===== src/rtl/pcs_pkg.sv =====
package pcs_pkg;
    localparam int PC_W   = 13;
    localparam int IMM_W  = 11;
    localparam int LAT_W  = 5;
    localparam int HI_W   = PC_W - IMM_W;
    localparam int LAT_LO = IMM_W - 8;

    typedef logic [PC_W-1:0] pc_t;

    typedef enum logic [2:0] {
        SEL_HOLD,
        SEL_STEP,
        SEL_CALL,
        SEL_RET,
        SEL_VEC
    } sel_e;

    typedef struct packed {
        sel_e sel;
        logic push;
        logic pop;
        logic dead_next;
    } ctl_t;

    function automatic pc_t call_target(logic [IMM_W-1:0] imm, logic [LAT_W-1:0] lat);
        return {lat[LAT_LO +: HI_W], imm};
    endfunction

    function automatic pc_t pc_inc(pc_t p);
        return p + pc_t'(1);
    endfunction
endpackage


===== src/rtl/pcs_sel.sv =====
module pcs_sel
    import pcs_pkg::*;
(
    input  logic in_dead,
    input  logic adv_en,
    input  logic call_req,
    input  logic ret_req,
    input  logic vec_load,
    output ctl_t ctl
);
    always_comb begin
        ctl = '{sel: SEL_HOLD, push: 1'b0, pop: 1'b0, dead_next: 1'b0};
        if (vec_load) begin
            ctl.sel       = SEL_VEC;
            ctl.dead_next = 1'b1;
        end else if (in_dead) begin
            ctl.sel = adv_en ? SEL_STEP : SEL_HOLD;
        end else if (call_req) begin
            ctl.sel       = SEL_CALL;
            ctl.push      = 1'b1;
            ctl.dead_next = 1'b1;
        end else if (ret_req) begin
            ctl.sel       = SEL_RET;
            ctl.pop       = 1'b1;
            ctl.dead_next = 1'b1;
        end else if (adv_en) begin
            ctl.sel = SEL_STEP;
        end
    end
endmodule


===== src/rtl/pcs_ret_stack.sv =====
module pcs_ret_stack
    import pcs_pkg::*;
#(
    parameter int DEPTH = 8
)(
    input  logic clk,
    input  logic rst,
    input  logic push,
    input  logic pop,
    input  pc_t  push_val,
    output pc_t  top_val
);
    localparam int SP_W = (DEPTH > 1) ? $clog2(DEPTH) : 1;

    pc_t             slots [DEPTH];
    logic [SP_W-1:0] sp_q;
    logic [SP_W-1:0] sp_dec;

    assign sp_dec  = sp_q - SP_W'(1);
    assign top_val = slots[sp_dec];

    always_ff @(posedge clk) begin
        if (rst) begin
            sp_q <= '0;
        end else if (push) begin
            slots[sp_q] <= push_val;
            sp_q        <= sp_q + SP_W'(1);
        end else if (pop) begin
            sp_q <= sp_dec;
        end
    end

    p_push_ptr_r7: assert property (@(posedge clk) disable iff (rst)
        push |=> sp_q == SP_W'($past(sp_q) + 1'b1));

    p_pop_ptr_r6: assert property (@(posedge clk) disable iff (rst)
        (pop && !push) |=> sp_q == SP_W'($past(sp_q) - 1'b1));

    p_hold_ptr_r8: assert property (@(posedge clk) disable iff (rst)
        (!pop && !push) |=> $stable(sp_q));
endmodule


===== src/rtl/pc_callstack.sv =====
module pc_callstack
    import pcs_pkg::*;
#(
    parameter int  DEPTH    = 8,
    parameter pc_t VEC_ADDR = 13'h0004
)(
    input  logic             clk,
    input  logic             rst,
    input  logic             adv_en,
    input  logic             call_req,
    input  logic [IMM_W-1:0] call_imm,
    input  logic [LAT_W-1:0] hi_latch,
    input  logic             ret_req,
    input  logic             vec_load,
    output logic [PC_W-1:0]  fetch_addr,
    output logic             flush
);
    pc_t  pc_q, pc_nxt, stk_top;
    logic dead_q;
    ctl_t ctl;

    pcs_sel u_sel (
        .in_dead  (dead_q),
        .adv_en   (adv_en),
        .call_req (call_req),
        .ret_req  (ret_req),
        .vec_load (vec_load),
        .ctl      (ctl)
    );

    pcs_ret_stack #(.DEPTH(DEPTH)) u_stk (
        .clk      (clk),
        .rst      (rst),
        .push     (ctl.push),
        .pop      (ctl.pop),
        .push_val (pc_inc(pc_q)),
        .top_val  (stk_top)
    );

    always_comb begin
        unique case (ctl.sel)
            SEL_STEP: pc_nxt = pc_inc(pc_q);
            SEL_CALL: pc_nxt = call_target(call_imm, hi_latch);
            SEL_RET:  pc_nxt = stk_top;
            SEL_VEC:  pc_nxt = VEC_ADDR;
            default:  pc_nxt = pc_q;
        endcase
    end

    always_ff @(posedge clk) begin
        if (rst) begin
            pc_q   <= '0;
            dead_q <= 1'b0;
        end else begin
            pc_q   <= pc_nxt;
            dead_q <= ctl.dead_next;
        end
    end

    assign fetch_addr = pc_q;
    assign flush      = dead_q;

    p_step_r2: assert property (@(posedge clk) disable iff (rst)
        (adv_en && !vec_load && !call_req && !ret_req)
        |=> fetch_addr == PC_W'($past(fetch_addr) + 1'b1));

    p_call_target_r3: assert property (@(posedge clk) disable iff (rst)
        (call_req && !flush && !vec_load)
        |=> fetch_addr == {$past(hi_latch[LAT_LO +: HI_W]), $past(call_imm)});

    p_call_dead_r5: assert property (@(posedge clk) disable iff (rst)
        (call_req && !flush && !vec_load) |=> flush);

    p_dead_single_r5: assert property (@(posedge clk) disable iff (rst)
        (flush && !vec_load) |=> !flush);

    p_ret_dead_r6: assert property (@(posedge clk) disable iff (rst)
        (ret_req && !call_req && !flush && !vec_load) |=> flush);

    p_vector_r9: assert property (@(posedge clk) disable iff (rst)
        vec_load |=> (fetch_addr == VEC_ADDR) && flush);
endmodule


===== config.mk =====
export PLATFORM = sky130hd
export DESIGN_NAME = pc_callstack
export DESIGN_NICKNAME = d
export VERILOG_FILES = /design/src/rtl/pcs_pkg.sv /design/src/rtl/pcs_sel.sv /design/src/rtl/pcs_ret_stack.sv /design/src/rtl/pc_callstack.sv
export SDC_FILE = /design/constraint.sdc
export NUM_CORES = 1
export LEC_CHECK = 0
export ABC_CLOCK_PERIOD_IN_PS = 3000
export BUFFER_PORTS_ARGS = -buffer_cell sky130_fd_sc_hd__buf_2
export CORE_MARGIN = 2
export CORE_UTILIZATION = 35
export DETAILED_ROUTE_END_ITERATION = 8
export GPL_TIMING_DRIVEN = 0
export PLACE_DENSITY = 0.63
export SLEW_MARGIN = 20
export SYNTH_ARGS = -nofsm -noshare
export SYNTH_HDL_FRONTEND = slang
export SYNTH_SLANG_ARGS = --single-unit

===== constraint.sdc =====
create_clock -name clk -period 3 [get_ports clk]
set_clock_uncertainty 0.2 [all_clocks]
set_input_delay 0.3 -clock clk [delete_from_list [all_inputs] [get_ports clk]]
set_output_delay 0.3 -clock clk [all_outputs]
set_load 0.02 [all_outputs]

==> metrics, run 1 <==
status=finished clean; H-tree depth=4; area delta synth->final=21.4%; setup ws final=0.182 ns; crit path DAT=2.89 ns; RR Startpoint=u_stk.sp_q[0]; Top Ports=36; Tcrit/Tclk final=93.9%; register area share after synthesis=66.7%; pin count of the biggest net entering global routing=17; Avg Cell Area, Syn=16.1 µm²; Syn Nets=348; CTS root buf=clkbuf_16; initial core utilization=35.7%; chip width=126 µm; Crit Path Class=reg2reg; number of synthesized flops with an enable pin=104; core area=14,500 µm²; maximum VDD drop=0.000304 V; Yosys cell types=40; FFs w/ async S/R, synth=0%; number of diodes=0; # nets final=409; Die ar.=15,800 µm²; DRC=0; Cells after DPL=547; clock latency on the worst-skew pair=0.41 ns; layout cells sized above 1=30.7%; Gate Count Post-Synth=323; CP Cell Sequence=buf_12 > buf_8 > inv_1 > ha_1 > buf_4 > buf_6 > mux4_2 > mux2_2 > a222oi_1 > a21oi_1; worst hold-check path type=in2reg; Rows=44; Pwr Total=4.28 mW; Worst-path clk slew=0.05 ns; Max-slew headroom=42.2%; Leakage=2.18 nW; DRT Pass-1 Iters=5; Netlist Area Pre-Place=5190 µm²; Synth warnings=0; most frequent cells in the layout=edfxtp_1 (104), buf_2 (33), mux4_2 (26); FMAX=0.355 GHz; Crit path largest cell delay=0.37 ns; max_cap viols=0; Worst Setup SP=u_stk.sp_q[0]; via count=3,064; Total Wirelength=12,100 µm; Finished Layout Cells=581; Tmin final=2.82 ns; GP Congestion=0.856; Detail Placement HPWL=8370 µm; Buffers on Ports=30; first-pass GRT wire length=18,300 µm; pre-CTS setup slack=-0.205 ns; grt ovf=0; Worst setup EP type=flop; antenna violations before repair=0; actual slew at the worst max-slew pin=0.860 ns; unrepaired setup endpoints after global routing=no; number of DRC markers in iteration 0=395; post-route ant nets=0; Max stage delay cell, worst path=dfxtp_2; CTS sink cnt=121; TritonCTS clock tree=built; vias in the first global route=3,085; maximum fanout along the worst path=10; Final setup viols=0; drt wl/cell=20.7 µm; Reg2Reg Setup Slack=0.18 ns; Synth Flop Type=edfxtp_1; power per cell area=679 nW/µm²; most common cell after layout, fill and taps aside=edfxtp_1; GRT Overall Usage=15.9%; CP required=3.07 ns; Synth Register Bits=121; Via density=5.27; Num CTS Buffers=17; maximum buffer depth of the clock tree=2; worst hold path startpoint=hi_latch[3]; fin. max-slew vios=0; Die Span Y=126 µm; Final Hold Fails=0; Post-CTS Repair Setup Buffers=0; Worst Setup Start Kind=flop
## stage by stage
step                util, %  area [µm²]  hold slack (ns)  setup TNS, ns
CTS                    43.3        6290           0.0197              0
floorplan                 -        5190            0.272              0
global route           43.4        6300           0.0315              0
detailed placement     39.2        5700            0.374         -0.999
finish                 43.4        6300           0.0267              0
global placement       38.3        5570            0.360         -61.43
## worst max-delay path: cells and delay by family (launching register included)
kind | cells | cell delay, ns
compound gates | 2 | 0.41
fa+ha+maj | 1 | 0.27
buf+inv | 5 | 0.81
flops | 1 | 0.37
mux | 2 | 0.61
## timing repair
action	4_1_cts	5_1_grt
gates resized for setup	4	4
hold buffers	2	0
endpoints found under the setup margin	10	7
endpoints found under the hold margin	2	0
## synth_stat cells, drive strengths merged, types with 3 or more instances
cell,n,area share (%)
nor3,6,0.58
a2111oi,5,0.84
buf,12,1.6
nor2,23,1.7
a21oi,7,0.67
mux4,26,11
inv,7,0.51
a222oi,4,0.77
mux2i,8,1.5
xnor2,11,1.9
and3,3,0.36
nand2b,4,0.48
o22ai,3,0.36
a2bb2oi,6,1.0
nand3,8,0.77
clkbuf,7,0.51
xor2,10,1.8
nand4,4,0.48
o21ai,6,0.58
edfxtp,104,60
mux2,6,1.3
nand2,18,1.3
dfxtp,17,6.6
and4,3,0.51
ha,3,0.72
## final timing paths
kind / end / cells after the start
setup / recovery: fetch_addr[12] / 10
hold / removal: fetch_addr[11] / 3
setup reg to reg: fetch_addr[12] / 10
hold reg to reg: fetch_addr[8] / 2
## cell type report
class,instances,area (µm²)
clock buffer,22,454
inverter,7,26.3
tap,184,230
multi-input combinational,176,1620
clock inverter,10,103
fill,1331,8230
timing repair buffer,42,275
sequential,121,3460
buffer,19,133
## routing by layer
metal	GRT usage, %	routed length (µm)
met5	0	0
met4	5.49	140
met3	4.50	610
met2	24.0	5610
met1	22.3	5690
## power by group
| part | switching (mW) | leakage, nW | internal, mW | total (mW) |
|---|---|---|---|---|
| clock | 0.677 | 0.277 | 1.23 | 1.91 |
| sequential | 0.0295 | 1.09 | 1.86 | 1.89 |
| combinational | 0.260 | 0.811 | 0.220 | 0.480 |
| total | 0.967 | 2.18 | 3.31 | 4.28 |
## cell families after synthesis
kind of cell,Yosys count,synth area share [%]
flip-flops,121,66.7
AND/OR/NAND/NOR,73,6.63
multiplexers,40,14.1
AO/OA/AOI/OAI,39,5.54
buffers and inverters,26,2.60
XOR/XNOR,21,3.69
adder cells (fa/ha/maj),3,0.723
## registers in the layout, indices dropped and copies added (netlist names)
signal	cells
u_stk.sp_q	3
fetch_addr	13
flush	1
u_stk.slots	104
Note: power is estimated with default switching activity, not from simulation.
==> run 2: changes to the inputs <==
--- a/config.mk
+++ b/config.mk
@@ -5,6 +5,7 @@
 export SDC_FILE = /design/constraint.sdc
 export NUM_CORES = 1
 export LEC_CHECK = 0
+export ABC_AREA = 1
 export ABC_CLOCK_PERIOD_IN_PS = 3000
 export BUFFER_PORTS_ARGS = -buffer_cell sky130_fd_sc_hd__buf_2
 export CORE_MARGIN = 2
==> run 2 against run 1 <==
Maximum frequency rose by 9.8%. Final area rose by 7.6%. Combinational power rose by 12%. Worst hold slack got worse by 0.012 ns. Critical path type unchanged. Wire length rose by 18%.
==> metrics, run 2 <==
CP Cell Sequence=inv_2 > buf_2 > ha_1 > buf_2 > inv_1 > buf_2 > nand3_1 > nand2_1 > nand2_1 > nand3_1 > nand2_1 > nand2_1 > a21oi_1; Syn Nets=617 (+77%); vias in the first global route=4,181 (+36%); CP Buf/Inv Count=5 (unchanged); family with the most delay on the worst path=buffers and inverters; number of DRC markers in iteration 0=386 (-2.3%); grt ovf=0 (unchanged); crit path DAT=2.64 ns (-0.25 ns); worst hold-check path type=in2reg; register area share after synthesis=60.9% (-5.8 points); first-pass GRT wire length=22,300 µm (+22%); FMAX=0.390 GHz (+9.8%); Total Wirelength=14,200 µm (+18%); Synth Flop Type=edfxtp_1; number of synthesized flops with an enable pin=104 (unchanged); H-tree depth=4 (unchanged); Leakage=2.77 nW (+27%); most common cell in the netlist=nand2_1; GRT Overall Usage=16.9% (+0.91 points); CP most frequent cell=nand2_1; maximum VDD drop=0.000479 V (+58%); clock latency on the worst-skew pair=0.41 ns (about the same); actual slew at the worst max-slew pin=0.877 ns (+0.0165 ns); commonest cells in the netlist=nand2_1 (150), edfxtp_1 (104), nand3_1 (72), nor2_1 (72), inv_1 (58); Gate Count Post-Synth=592 (+83%); # resized after CTS=0 (-4); setup_tns=0 ns (unchanged); number of diodes=0 (unchanged); DRT Pass-1 Iters=5 (unchanged); layout cells sized above 1=17.6% (-13 points); Yosys cell types=35 (-13%); Detail Placement HPWL=9570 µm (+14%); Buffers on Ports=31 (+3.3%); Final setup viols=0 (unchanged); Crit path largest cell delay=0.42 ns (+0.05 ns); post-route ant nets=0 (unchanged); Pwr Total=4.39 mW (+2.4%); Netlist Area Pre-Place=5690 µm² (+9.6%); Post-CTS Repair Setup Buffers=0 (unchanged); FFs w/ async S/R, synth=0% (unchanged); Rows=46 (+4.5%); Crit Path Class=reg2reg; power per cell area=647 nW/µm² (-4.8%); drt wl/cell=16.3 µm (-22%); Via density=4.86 (-7.9%); Final Hold Fails=0 (unchanged); CTS root buf=clkbuf_16; TritonCTS clock tree=built; max_cap viols=0 (unchanged); post-route cell area=6780 µm² (+7.6%); Die Span Y=132 µm (+4.5%); Area after DPL=6180 µm² (+8.4%); area delta synth->final=19.2%; core area=15,900 µm² (+9.3%); antenna violations before repair=0 (unchanged); most common cell after layout, fill and taps aside=nand2_1; status=finished clean; Worst setup EP type=flop; via count=4,257 (+39%); Top Ports=36 (unchanged); # hold bufs at CTS=4 (+2); maximum fanout along the worst path=10 (unchanged); GP Congestion=0.883 (+3.2%); Tcrit/Tclk final=85.5% (-8.4 points); Synth warnings=0 (unchanged); Tmin final=2.57 ns (-0.252 ns); unrepaired setup endpoints after global routing=no; CTS sink cnt=121 (unchanged); fin. max-slew vios=0 (unchanged); Num CTS Buffers=17 (unchanged); Biggest register=u_stk.slots; max reg flops=104 (unchanged); Yosys top cell by area=edfxtp_1; chip width=132 µm (+4.5%); Max stage delay cell, worst path=dfxtp_1; Synth Register Bits=121 (unchanged); pin count of the biggest net entering global routing=17 (unchanged); Die ar.=17,300 µm² (+9.3%); maximum buffer depth of the clock tree=2 (unchanged); DRC=0 (unchanged); Worst-path clk slew=0.05 ns (about the same); Max-slew headroom=41.5% (-0.72 points); most frequent cells in the layout=nand2_1 (150), edfxtp_1 (104), nand3_1 (72); CP required=3.08 ns (about the same); Fillers=1,539 (+16%); Synth top area share=54.9% (-5.3 points); synth top area cells=edfxtp_1 (55%), nand2_1 (9.9%), nand3_1 (6.3%); Worst Setup Start Kind=flop; initial core utilization=35.8% (+0.096 points); Avg Cell Area, Syn=9.61 µm² (-40%); # nets final=674 (+65%)
[run 2: changes by cell type in the layout (fill, tap and decap cells not counted), sizes merged, moves of 7 or more]
cell and change:
xnor2 -9, inv +56, or2 +20, nand3 +64, o21ai +13, nor2 +56
mux4 -26, mux2i -8, nand2 +137, nand4 +7, clkbuf -9
[run 2: logic make-up (layout without fill, tap and decap cells)]
| logic type | after synthesis | in the layout | share of synthesized area, % |
|---|---|---|---|
| XOR/XNOR | 7 | 7 | 1.47 |
| AO/OA/AOI/OAI | 29 | 29 | 3.01 |
| flip-flops | 121 | 121 | 60.9 |
| AND/OR/NAND/NOR | 344 | 344 | 27.1 |
| buffers and inverters | 88 | 156 | 6.93 |
| adder cells (fa/ha/maj) | 3 | 3 | 0.660 |
[run 2: layout make-up]
type / instances / area [µm²] / area share (%)
Inverter: 63 / 236 / 3.49
Sequential cell: 121 / 3460 / 51.1
Timing Repair Buffer: 38 / 240 / 3.54
Tap cell: 216 / 270 / 3.98
Buffer: 25 / 158 / 2.32
Multi-Input combinational cell: 383 / 1850 / 27.3
Clock inverter: 13 / 136 / 2.01
Clock buffer: 17 / 425 / 6.27
[run 2: path summary, 6_finish.rpt]
| path | startpoint | endpoint | slack [ns] | cells after the start |
|---|---|---|---|---|
| setup / recovery | u_stk.sp_q[0] | fetch_addr[0] | 0.43 | 13 |
| hold / removal | call_imm[4] | fetch_addr[4] | 0.01 | 5 |
| hold reg to reg | fetch_addr[0] | fetch_addr[0] | 0.35 | 2 |
| setup reg to reg | u_stk.sp_q[0] | fetch_addr[0] | 0.43 | 13 |
[run 2: where the power goes]
group	switching, mW	total (mW)	leakage, nW	internal [mW]
registers	0.0251	1.90	1.10	1.87
clock network	0.681	1.95	0.276	1.27
logic	0.366	0.537	1.39	0.171
total	1.07	4.39	2.77	3.31
[run 2: per-stage QoR]
| step | setup WS, ns | instances | hold slack, ns | util [%] |
|---|---|---|---|---|
| floorplan | 0.979 | 592 | 0.275 | - |
| global placement | 0.203 | 839 | 0.336 | 38.5 |
| detailed placement | 0.504 | 842 | 0.352 | 38.9 |
| CTS | 0.471 | 876 | 0.0102 | 42.7 |
| global route | 0.293 | 876 | 0.0514 | 42.7 |
| finish | 0.434 | 876 | 0.0146 | 42.7 |
[run 2: layer usage]
layer	up-vias	wire length [µm]	global-route usage, %	share of wire [%]
li1	2060	-	-	-
met1	1992	6050	21.0	42
met2	167	6940	28.5	49
met3	38	835	3.24	5.9
met4	0	422	7.25	3.0
met5	-	0	0	0
[run 2: worst register-to-register path: stages, from the launching register on]
cell,delay [ns]
dfxtp_1,0.42
inv_2,0.12
buf_2,0.24
ha_1,0.32
buf_2,0.18
inv_1,0.08
buf_2,0.26
nand3_1,0.12
nand2_1,0.09
nand2_1,0.05
nand3_1,0.16
nand2_1,0.08
nand2_1,0.06
a21oi_1,0.06
==> run 3: changes to the inputs <==
--- a/config.mk
+++ b/config.mk
@@ -6,7 +6,7 @@
 export NUM_CORES = 1
 export LEC_CHECK = 0
 export ABC_AREA = 1
-export ABC_CLOCK_PERIOD_IN_PS = 3000
+export ABC_CLOCK_PERIOD_IN_PS = 3250
 export BUFFER_PORTS_ARGS = -buffer_cell sky130_fd_sc_hd__buf_2
 export CORE_MARGIN = 2
 export CORE_UTILIZATION = 35
==> constraint.sdc (replaced) <==
create_clock -name clk -period 3.25 [get_ports clk]
set_clock_uncertainty 0.2 [all_clocks]
set_input_delay 0.325 -clock clk [delete_from_list [all_inputs] [get_ports clk]]
set_output_delay 0.325 -clock clk [all_outputs]
set_load 0.02 [all_outputs]
==> run 3 against run 2 <==
Clock power down 8%. Utilization decreased by 0.25 points. Via count about the same. Maximum frequency is essentially flat. Setup slack improved by 0.25 ns. Register-to-register slack gained 0.25 ns. Final area decreased by 0.59%. Count of clock-buffer cells in the layout unchanged. First-iteration DRC count shrank 9.3%. Power shrank 7.9%. Worst hold slack better by 0.012 ns.
==> metrics, run 3 (same netlist as run 2, synthesis figures left out) <==
status=finished clean; Final setup viols=0 (unchanged); DRC=0 (unchanged); hold slack=0.0264 ns (+0.0118 ns); max reg flops=104 (unchanged); Num CTS Buffers=17 (unchanged); unrepaired setup endpoints after global routing=no; CTS root buf=clkbuf_16; maximum fanout along the worst path=10 (unchanged); # resized after CTS=0 (unchanged); CP required=3.32 ns (+0.24 ns); Total Wirelength=14,300 µm (+0.71%); Leakage=2.76 nW (-0.60%); clock latency on the worst-skew pair=0.40 ns (about the same); maximum VDD drop=0.000440 V (-8.2%); Worst setup EP type=flop; Post-CTS Repair Setup Buffers=0 (unchanged); initial core utilization=35.8% (unchanged); Via density=4.89 (+0.53%); # nets final=670 (-0.59%); # hold bufs at CTS=0 (-4); most common cell after layout, fill and taps aside=nand2_1; Pwr Total=4.04 mW (-7.9%); Die ar.=17,300 µm² (unchanged); pin count of the biggest net entering global routing=17 (unchanged); Rows=46 (unchanged); setup_tns=0 ns (unchanged); via count=4,260 (+0.070%); maximum buffer depth of the clock tree=2 (unchanged); layout cells sized above 1=17.7% (+0.11 points); GP Congestion=0.883 (unchanged); Biggest register=u_stk.slots; drt wl/cell=16.5 µm (+1.2%); GRT Overall Usage=16.8% (about the same); Max-slew headroom=40.0% (-1.5 points); power per cell area=599 nW/µm² (-7.3%); core area=15,900 µm² (unchanged); area delta synth->final=18.5%; number of DRC markers in iteration 0=350 (-9.3%); FMAX=0.389 GHz (about the same); antenna violations before repair=0 (unchanged); number of diodes=0 (unchanged); Final Hold Fails=0 (unchanged); most frequent cells in the layout=nand2_1 (150), edfxtp_1 (104), nand3_1 (72); Top Ports=36 (unchanged); fin. max-slew vios=0 (unchanged); grt ovf=0 (unchanged); Tcrit/Tclk final=79.0% (-6.5 points); max_cap viols=0 (unchanged); worst hold-check path type=in2reg; Crit Path Class=reg2reg; H-tree depth=4 (unchanged); Detail Placement HPWL=9570 µm (unchanged); Worst-path clk slew=0.05 ns (about the same); TritonCTS clock tree=built; Die Span Y=132 µm (unchanged); post-route ant nets=0 (unchanged); actual slew at the worst max-slew pin=0.899 ns (+0.0219 ns); Buffers on Ports=31 (unchanged); Tmin final=2.57 ns (+0.00232 ns); crit path DAT=2.64 ns (about the same); vias in the first global route=4,162 (-0.45%); chip width=132 µm (unchanged); CTS sink cnt=121 (unchanged); DRT Pass-1 Iters=7 (+2); first-pass GRT wire length=22,300 µm (-0.13%); Worst Setup Start Kind=flop
-- run 3: final timing paths --
path / from / end / slack, ns / cells after the start
max reg2reg: u_stk.sp_q[0] / fetch_addr[0] / 0.68 / 13
min reg2reg: fetch_addr[0] / fetch_addr[0] / 0.36 / 2
min: call_imm[6] / fetch_addr[6] / 0.03 / 5
max: u_stk.sp_q[0] / fetch_addr[0] / 0.68 / 13
-- run 3: final cells by class --
class                      instances  area, µm²
clock buffer                      17        425
clock inverter                    13        136
buffer                            25        158
sequential                       121       3460
inverter                          63        236
fill                            1535       9140
multi-input combinational        383       1850
timing repair buffer              34        200
tap                              216        270
-- run 3: power by group --
group,switching (mW),internal (mW)
sequential,0.0235,1.73
combinational,0.339,0.155
clock,0.622,1.17
-- run 3: metal layers --
layer	GRT usage (%)	share of wire [%]
met4	7.25	2.5
met3	3.28	6.1
met2	28.4	49
met1	21.0	42
met5	0	0
-- run 3: through the flow --
step | area [µm²] | util (%) | setup WS (ns) | instances
detailed placement | 6180 | 38.9 | 0.754 | 842
global route | 6740 | 42.4 | 0.543 | 872
finish | 6740 | 42.4 | 0.682 | 872
floorplan | 5690 | - | 1.23 | 592
global placement | 6120 | 38.5 | 0.428 | 839
CTS | 6740 | 42.4 | 0.721 | 872
-- run 3: worst max-delay path, cell delays in order, from the launching register on --
cell and delay, ns:
dfxtp_1 0.42, inv_2 0.12, buf_2 0.23, ha_1 0.31, buf_2 0.18, inv_1 0.08
buf_2 0.26, nand3_1 0.12, nand2_1 0.09, nand2_1 0.05, nand3_1 0.16, nand2_1 0.08
nand2_1 0.07, a21oi_1 0.06
